### config.mk
export PLATFORM = sky130hd
export DESIGN_NAME = lcd_regbank
export DESIGN_NICKNAME = d
export VERILOG_FILES = /design/src/rtl/lcd_regbank_pkg.sv /design/src/rtl/lcd_addr_decode.sv /design/src/rtl/lcd_cfg_regs.sv /design/src/rtl/lcd_irq_ctrl.sv /design/src/rtl/lcd_regbank.sv
export SDC_FILE = /design/constraint.sdc
export NUM_CORES = 1
export LEC_CHECK = 0
export BUFFER_PORTS_ARGS = -buffer_cell sky130_fd_sc_hd__buf_2
export CAP_MARGIN = 0
export CORE_MARGIN = 5
export CORE_UTILIZATION = 61
export CTS_CLUSTER_DIAMETER = 50
export DETAILED_ROUTE_END_ITERATION = 12
export PLACE_DENSITY = 0.76
export SETUP_SLACK_MARGIN = 0.4
export SLEW_MARGIN = 20
export SYNTH_ARGS = -nofsm -noshare
export SYNTH_HDL_FRONTEND = slang
export SYNTH_SLANG_ARGS = --single-unit
### constraint.sdc
create_clock -name clk_i -period 2.1 [get_ports clk_i]
set_input_delay 0.21 -clock clk_i [delete_from_list [all_inputs] [get_ports clk_i]]
set_output_delay 0.21 -clock clk_i [all_outputs]
set_load 0.005 [all_outputs]
### src/rtl/lcd_regbank_pkg.sv
package lcd_regbank_pkg;
  localparam int DATA_W   = 32;
  localparam int NUM_CFG  = 14;
  localparam int NUM_REGS = 17;

  localparam int RG_CTRL1 = 0;
  localparam int RG_CTRL2 = 1;
  localparam int RG_CTRL3 = 2;
  localparam int RG_CTRL4 = 3;
  localparam int RG_CTRL5 = 4;
  localparam int RG_SA1   = 5;
  localparam int RG_SA2   = 6;
  localparam int RG_SA3   = 7;
  localparam int RG_RED   = 8;
  localparam int RG_GRN   = 9;
  localparam int RG_BLU   = 10;
  localparam int RG_DITH  = 11;
  localparam int RG_TPAL  = 12;
  localparam int RG_PSEL  = 13;
  localparam int RG_IPND  = 14;
  localparam int RG_ISRC  = 15;
  localparam int RG_IMSK  = 16;

  localparam int IRQ_W     = 2;
  localparam int MSK_W     = 3;
  localparam int FRAME_BIT = 1;

  localparam int DEPTH_LSB  = 1;
  localparam int DEPTH_W    = 4;
  localparam int FMT565_BIT = 11;
  localparam int BSWAP_BIT  = 12;
  localparam int HEIGHT_LSB = 14;
  localparam int HEIGHT_W   = 10;
  localparam int WIDTH_LSB  = 8;
  localparam int WIDTH_W    = 11;
  localparam int HEIGHT_OUT_W = HEIGHT_W + 1;
  localparam int WIDTH_OUT_W  = WIDTH_W + 1;

  function automatic logic [7:0] reg_offset(int id);
    case (id)
      RG_CTRL1: return 8'h00;
      RG_CTRL2: return 8'h04;
      RG_CTRL3: return 8'h08;
      RG_CTRL4: return 8'h0C;
      RG_CTRL5: return 8'h10;
      RG_SA1:   return 8'h14;
      RG_SA2:   return 8'h18;
      RG_SA3:   return 8'h1C;
      RG_RED:   return 8'h20;
      RG_GRN:   return 8'h24;
      RG_BLU:   return 8'h28;
      RG_DITH:  return 8'h4C;
      RG_TPAL:  return 8'h50;
      RG_PSEL:  return 8'h60;
      RG_IPND:  return 8'h54;
      RG_ISRC:  return 8'h58;
      default:  return 8'h5C;
    endcase
  endfunction

  function automatic logic [DATA_W-1:0] keep_mask(int id);
    case (id)
      RG_CTRL1: return 32'h0003_FFFF;
      RG_CTRL4: return 32'h0000_FFFF;
      RG_CTRL5: return 32'h0000_1FFF;
      RG_BLU:   return 32'h0000_FFFF;
      RG_PSEL:  return 32'h0000_0003;
      default:  return 32'hFFFF_FFFF;
    endcase
  endfunction

  function automatic logic [DATA_W-1:0] force_mask(int id);
    return (id == RG_PSEL) ? 32'h0000_0004 : 32'h0;
  endfunction
endpackage

### src/rtl/lcd_addr_decode.sv
module lcd_addr_decode
  import lcd_regbank_pkg::*;
#(
  parameter int ADDR_W = 12
) (
  input  logic [ADDR_W-1:0]   addr_i,
  output logic [NUM_REGS-1:0] sel_o,
  output logic                hit_o
);
  logic unused_lsb;
  assign unused_lsb = ^addr_i[1:0];

  for (genvar g = 0; g < NUM_REGS; g++) begin : g_sel
    localparam logic [ADDR_W-1:0] OFF = ADDR_W'(reg_offset(g));
    assign sel_o[g] = (addr_i[ADDR_W-1:2] == OFF[ADDR_W-1:2]);
  end

  assign hit_o = |sel_o;
endmodule

### src/rtl/lcd_cfg_regs.sv
module lcd_cfg_regs
  import lcd_regbank_pkg::*;
(
  input  logic                             clk_i,
  input  logic                             rst_ni,
  input  logic                             wr_en_i,
  input  logic [NUM_CFG-1:0]               sel_i,
  input  logic [DATA_W-1:0]                wdata_i,
  output logic [NUM_CFG-1:0][DATA_W-1:0]   regs_o
);
  for (genvar g = 0; g < NUM_CFG; g++) begin : g_reg
    localparam logic [DATA_W-1:0] KEEP  = keep_mask(g);
    localparam logic [DATA_W-1:0] FORCE = force_mask(g);
    logic [DATA_W-1:0] r_q;
    always_ff @(posedge clk_i or negedge rst_ni) begin
      if (!rst_ni)                 r_q <= '0;
      else if (wr_en_i && sel_i[g]) r_q <= (wdata_i & KEEP) | FORCE;
    end
    assign regs_o[g] = r_q;
  end

  p_ctrl1_keep_r3: assert property (@(posedge clk_i) disable iff (!rst_ni)
    (wr_en_i && sel_i[RG_CTRL1]) |=> (regs_o[RG_CTRL1][31:18] == '0));

  p_ctrl5_keep_r3: assert property (@(posedge clk_i) disable iff (!rst_ni)
    (wr_en_i && sel_i[RG_CTRL5]) |=> (regs_o[RG_CTRL5][31:13] == '0));

  p_psel_force_r4: assert property (@(posedge clk_i) disable iff (!rst_ni)
    (wr_en_i && sel_i[RG_PSEL]) |=> (regs_o[RG_PSEL][2] && regs_o[RG_PSEL][31:3] == '0));
endmodule

### src/rtl/lcd_irq_ctrl.sv
module lcd_irq_ctrl
  import lcd_regbank_pkg::*;
(
  input  logic             clk_i,
  input  logic             rst_ni,
  input  logic             wr_en_i,
  input  logic             sel_pnd_i,
  input  logic             sel_src_i,
  input  logic             sel_msk_i,
  input  logic [MSK_W-1:0] wdata_i,
  input  logic             frame_done_i,
  output logic [IRQ_W-1:0] pnd_o,
  output logic [IRQ_W-1:0] src_o,
  output logic [MSK_W-1:0] msk_o,
  output logic             irq_o
);
  logic [IRQ_W-1:0] pnd_q, src_q, frame_set, exposed;
  logic [MSK_W-1:0] msk_q;

  assign frame_set = IRQ_W'(frame_done_i) << FRAME_BIT;
  assign exposed   = src_q & ~msk_q[IRQ_W-1:0];

  always_ff @(posedge clk_i or negedge rst_ni) begin
    if (!rst_ni) begin
      pnd_q <= '0;
      src_q <= '0;
      msk_q <= '0;
    end else begin
      // source write first, frame pulse ORed on top
      src_q <= ((wr_en_i && sel_src_i) ? wdata_i[IRQ_W-1:0] : src_q) | frame_set;
      pnd_q <= (wr_en_i && sel_pnd_i) ? wdata_i[IRQ_W-1:0] : (pnd_q | exposed);
      if (wr_en_i && sel_msk_i) msk_q <= wdata_i;
    end
  end

  assign pnd_o = pnd_q;
  assign src_o = src_q;
  assign msk_o = msk_q;
  assign irq_o = |pnd_q;

  p_frame_sets_src_r8: assert property (@(posedge clk_i) disable iff (!rst_ni)
    frame_done_i |=> src_o[FRAME_BIT]);

  p_pnd_collect_r7: assert property (@(posedge clk_i) disable iff (!rst_ni)
    !(wr_en_i && sel_pnd_i) |=>
      ((pnd_o & $past(src_o & ~msk_o[IRQ_W-1:0])) == $past(src_o & ~msk_o[IRQ_W-1:0])));

  p_pnd_sticky_r7: assert property (@(posedge clk_i) disable iff (!rst_ni)
    !(wr_en_i && sel_pnd_i) |=> ((pnd_o & $past(pnd_o)) == $past(pnd_o)));

  p_irq_rise_r9: assert property (@(posedge clk_i) disable iff (!rst_ni)
    (!(wr_en_i && sel_pnd_i) && (src_o & ~msk_o[IRQ_W-1:0]) != '0) |=> irq_o);
endmodule

### src/rtl/lcd_regbank.sv
module lcd_regbank
  import lcd_regbank_pkg::*;
#(
  parameter int ADDR_W = 12
) (
  input  logic                    clk_i,
  input  logic                    rst_ni,
  input  logic                    wr_en_i,
  input  logic                    rd_en_i,
  input  logic [ADDR_W-1:0]       addr_i,
  input  logic [DATA_W-1:0]       wdata_i,
  input  logic                    frame_done_i,
  output logic [DATA_W-1:0]       rdata_o,
  output logic                    irq_o,
  output logic                    enable_o,
  output logic [DEPTH_W-1:0]      depth_o,
  output logic                    fmt565_o,
  output logic                    byte_swap_o,
  output logic [WIDTH_OUT_W-1:0]  width_o,
  output logic [HEIGHT_OUT_W-1:0] height_o
);
  logic [NUM_REGS-1:0]             sel;
  logic                            hit;
  logic [NUM_CFG-1:0][DATA_W-1:0]  cfg;
  logic [IRQ_W-1:0]                pnd, src;
  logic [MSK_W-1:0]                msk;
  logic [DATA_W-1:0]               rd_mux, rdata_q;

  lcd_addr_decode #(.ADDR_W(ADDR_W)) i_dec (
    .addr_i (addr_i),
    .sel_o  (sel),
    .hit_o  (hit)
  );

  lcd_cfg_regs i_cfg (
    .clk_i   (clk_i),
    .rst_ni  (rst_ni),
    .wr_en_i (wr_en_i),
    .sel_i   (sel[NUM_CFG-1:0]),
    .wdata_i (wdata_i),
    .regs_o  (cfg)
  );

  lcd_irq_ctrl i_irq (
    .clk_i        (clk_i),
    .rst_ni       (rst_ni),
    .wr_en_i      (wr_en_i),
    .sel_pnd_i    (sel[RG_IPND]),
    .sel_src_i    (sel[RG_ISRC]),
    .sel_msk_i    (sel[RG_IMSK]),
    .wdata_i      (wdata_i[MSK_W-1:0]),
    .frame_done_i (frame_done_i),
    .pnd_o        (pnd),
    .src_o        (src),
    .msk_o        (msk),
    .irq_o        (irq_o)
  );

  always_comb begin
    rd_mux = '0;
    for (int i = 0; i < NUM_CFG; i++)
      if (sel[i]) rd_mux = rd_mux | cfg[i];
    if (sel[RG_IPND]) rd_mux = rd_mux | DATA_W'(pnd);
    if (sel[RG_ISRC]) rd_mux = rd_mux | DATA_W'(src);
    if (sel[RG_IMSK]) rd_mux = rd_mux | DATA_W'(msk);
  end

  always_ff @(posedge clk_i or negedge rst_ni) begin
    if (!rst_ni)      rdata_q <= '0;
    else if (rd_en_i) rdata_q <= hit ? rd_mux : '0;
  end
  assign rdata_o = rdata_q;

  assign enable_o    = cfg[RG_CTRL1][0];
  assign depth_o     = cfg[RG_CTRL1][DEPTH_LSB +: DEPTH_W];
  assign fmt565_o    = cfg[RG_CTRL5][FMT565_BIT];
  assign byte_swap_o = cfg[RG_CTRL5][BSWAP_BIT];
  assign height_o    = {1'b0, cfg[RG_CTRL2][HEIGHT_LSB +: HEIGHT_W]} + HEIGHT_OUT_W'(1);
  assign width_o     = {1'b0, cfg[RG_CTRL3][WIDTH_LSB +: WIDTH_W]} + WIDTH_OUT_W'(1);

  p_sel_onehot_r2: assert property (@(posedge clk_i) disable iff (!rst_ni)
    $onehot0(sel));

  p_unmapped_read_r10: assert property (@(posedge clk_i) disable iff (!rst_ni)
    (rd_en_i && !hit) |=> (rdata_o == '0));

  p_rdata_hold_r11: assert property (@(posedge clk_i) disable iff (!rst_ni)
    !rd_en_i |=> $stable(rdata_o));

  p_unmapped_write_r10: assert property (@(posedge clk_i) disable iff (!rst_ni)
    (wr_en_i && !hit) |=> $stable(cfg));
endmodule

==> results.txt <==
- The share of synthesized area in the top cell type comes to 53.39%.
- In the routed design, unresolved DRC markers number 0.
* Initial standard-cell utilization of the core: 61.99%
* Tightest Pin Transition: 0.7811 ns
- Setup clock skew after layout: 0.01263 ns
* Max Cap Violations: 0
- Clock-pin slew was measured on the worst setup and hold paths at 0.06 ns.
- The Yosys step of the flow raised 0 warnings.
- Sorting the synthesized cells by area gives the leading types as dfrtp_1, mux2_2, mux2_4, a22oi_1, mux2i_1.
* Final number of hold-violating endpoints: 0
* Setup repair after global routing missed its margin: yes
- The detail route stage leaves a number of antenna-violating nets equal to 0.
- The checks that failed: negative setup slack.
- CTS tree: yes
- Largest area contributor in the netlist: dfrtp_1
- Maximum clock insertion buffer count: 3
- After layout, the minimum clock period comes to 2.118 ns.
- First-pass iteration count of the detailed router: 5
* Endpoint kind of the worst setup timing path: output pin
* Die ar.: 33780 um2
- In this run the count of I/O pins placed on the die edge is 112.
- Height of the die: 183.8 um
* Number of enable-type register cells in the synthesized netlist: 0
- Required time of the critical path: 1.89 ns
- Final routed wirelength across all metal layers: 55410 um
- Counting flops and latches in the post-synthesis netlist gives 393.
* Vias per std cell: 6.638
- The average instance in the mapped netlist occupies 13.40 um2.
- Initial detailed-routing violation count: 1463
- Number of sinks handled by clock tree synthesis: 393
- Number of port buffers: 109
- Layout area overhead: 22.44%
* Hold Path Class: in2reg
* Fin nets: 1643
- Once detailed placement completed, the half-perimeter wirelength came to 36330 um.
- The later pin in the worst-skew pair is clocked with a latency of 0.54 ns.
- Antenna violations before repair: 0
* Distinct cell type count of the synthesized netlist: 78
- For this run, the share of the core covered by cells in the final layout is 75.90%.
- The layout has 1858 filler cells.
- Via count: 13.36k
- Cell area after technology mapping: 18420 um2
- Maximum fanout encountered on the critical timing path: 3
- At the end of routability-driven placement, the weighted congestion stood at 0.9041.
* Nets in the synthesized netlist: 1426
* Root buffer selected by CTS: clkbuf_16
- GRT Residual Overflow: 0
- In the synthesized netlist the async set-or-reset flop fraction comes to 100.0%.
- Main synth FF type: dfrtp_1
- Share of layout cells above drive strength 1: 50.46%
- Diode insertion count for antenna repair: 0
- Max Clk Rate: 472.0 MHz
- The share of the Yosys chip area taken by registers is 53.39%.
- TritonCTS created 42 clock buffers.
- Across the VDD grid, the largest voltage drop is 0.0006927 V.
- Post-Syn Instances: 1375
- Startpoint Class: register
- In the post-route analysis, the smallest setup slack over all paths is -0.01846 ns.
* Largest net degree at the start of global routing: 94
- Final number of max-transition violations: 0
- Mean routed wirelength per cell: 27.52 um
- Classification of the worst setup path: reg2out
- Number of core rows: 63
- Share of the cycle needed by the critical path after routing: 100.9%
- H-tree lvl count: 2
- In this run the static leakage power is 0.01104 uW.
- Setup violations remaining at the end of the flow were counted as 2.
- Die X-Extent: 183.8 um
* First-pass GRT wire length: 84570 um
- Slew HR: 47.87%
- PD cells: 712.1 nW/um2
- At the worst endpoint, the arrival time is 1.91 ns.
- Overall routing resource usage: 32.61%
- The number of global-route vias before repair is 14.21k.
* Outcome: complete, but fails checks
- Floorplan Core Area: 29720 um2
- Final Total Pwr: 16060 uW
report_power, final:
part | switching, uW | internal, uW | leakage, uW
sequential | 65.4 | 7680 | 0.00543
clock | 2980 | 4370 | 0.000669
combinational | 633 | 341 | 0.00494
cell families after synthesis:
kind of cell | share of synthesized area (%)
AOI/OAI and AO/OA | 9.299
xor gates and xnor gates | 0.8082
adders and majority gates | 0.1358
buffers and inverters | 3.355
DFF | 53.39
muxes | 26.58
and+or+nand+nor | 6.439
layout by cell type, fill, tap and decap left out, types with 29 or more instances in the layout:
cell type | Yosys | layout
a22oi_1 | 41 | 40
a32oi_1 | 29 | 29
buf_12 | 4 | 33
buf_2 | 37 | 106
buf_4 | 5 | 124
clkbuf_16 | 0 | 46
dfrtp_1 | 393 | 385
mux2_2 | 356 | 349
mux2_4 | 30 | 37
mux2i_1 | 29 | 29
nand2_1 | 50 | 47
path summary, 6_finish.rpt:
path,slack (ns),endpoint,from,cells past startpoint
max in group asynchronous,1.12,i_cfg.g_reg[0].r_q[1],rst_ni,3
min reg2reg,0.48,i_cfg.g_reg[13].r_q[2],i_cfg.g_reg[13].r_q[2],1
min,0.04,i_cfg.g_reg[7].r_q[25],wdata_i[25],2
max,-0.02,width_o[9],i_cfg.g_reg[2].r_q[10],6
max reg2reg,0.35,rdata_o[11],i_cfg.g_reg[9].r_q[11],5
min in group asynchronous,0.15,i_cfg.g_reg[1].r_q[18],rst_ni,2
metal layers:
metal | up-vias | routed length (um) | global-route usage [%] | share of wire [%]
met2 | 659 | 26800 | 52.73 | 48
met4 | 0 | 2208 | 13.55 | 4.0
met3 | 161 | 4525 | 6.668 | 8.2
li1 | 5611 | - | - | -
met5 | - | 0 | 0 | 0
met1 | 6932 | 21880 | 43.51 | 39
stage by stage:
stage               area (um2)  setup WS, ns  hold WS (ns)  cells  TNS [ns]
finish                   22560      -0.01846       0.04165   2013  -0.01894
CTS                      22220      -0.05134       0.02707   2005  -0.05134
global route             22560      -0.07401       0.03490   2013   -0.1337
detailed placement       20550       -0.2118        0.1202   1914    -19.48
global placement         20550       -0.1787        0.1175   1914    -16.44
floorplan                18650       0.04638      -0.08559   1375         0
registers in the layout, summed over array words and instances (netlist names):
name / count
i_irq.src_o: 2
i_irq.msk_o: 3
i_irq.pnd_o: 2
rdata_o: 32
i_cfg.g.r_q: 354
synthesized netlist by cell type (all sizes together) (6+ instances only):
library cell	number
nand2b	7
a32oi	29
a211oi	10
a221o	7
nor2	18
a22oi	41
and2	7
clkbuf	47
mux4	6
o22a	6
nand3	39
a21oi	13
mux2i	29
dfrtp	393
inv	10
nor3	14
a221oi	10
nand3b	9
buf	67
nand2	51
a32o	9
and3	10
o21ai	24
nor2b	9
xnor2	12
o2bb2ai	11
a22o	20
a31oi	9
nor4	9
mux2	387
layout make-up:
cell class	instances	area, um2	share of cell area (%)
inverter	10	37.54	0.1664
sequential	393	9844	43.65
clock inverter	6	63.81	0.2829
multi-input combinational	858	8393	37.21
clock buffer	69	1306	5.791
timing repair buffer	287	2422	10.74
tap	390	488.0	2.163
worst max-delay path: stages, from the launching register on:
cell	delay (ns)
dfrtp_2	0.40
and3_4	0.19
and3_4	0.19
and3_4	0.22
nand3_4	0.09
xnor2_2	0.15
buf_2	0.13
timing repair:
| item | 4_1_cts | 5_1_grt |
|---|---|---|
| setup endpoints to repair | 30 | 53 |
| resized for setup | 41 | 51 |
| cloned | 0 | 1 |
| buffers inserted | 14 | 7 |
| hold buffers | 2 | 0 |
| hold endpoints to repair | 149 | 0 |
| pin swaps | 15 | 26 |
No activity file was read; power rests on OpenSTA's default activity.
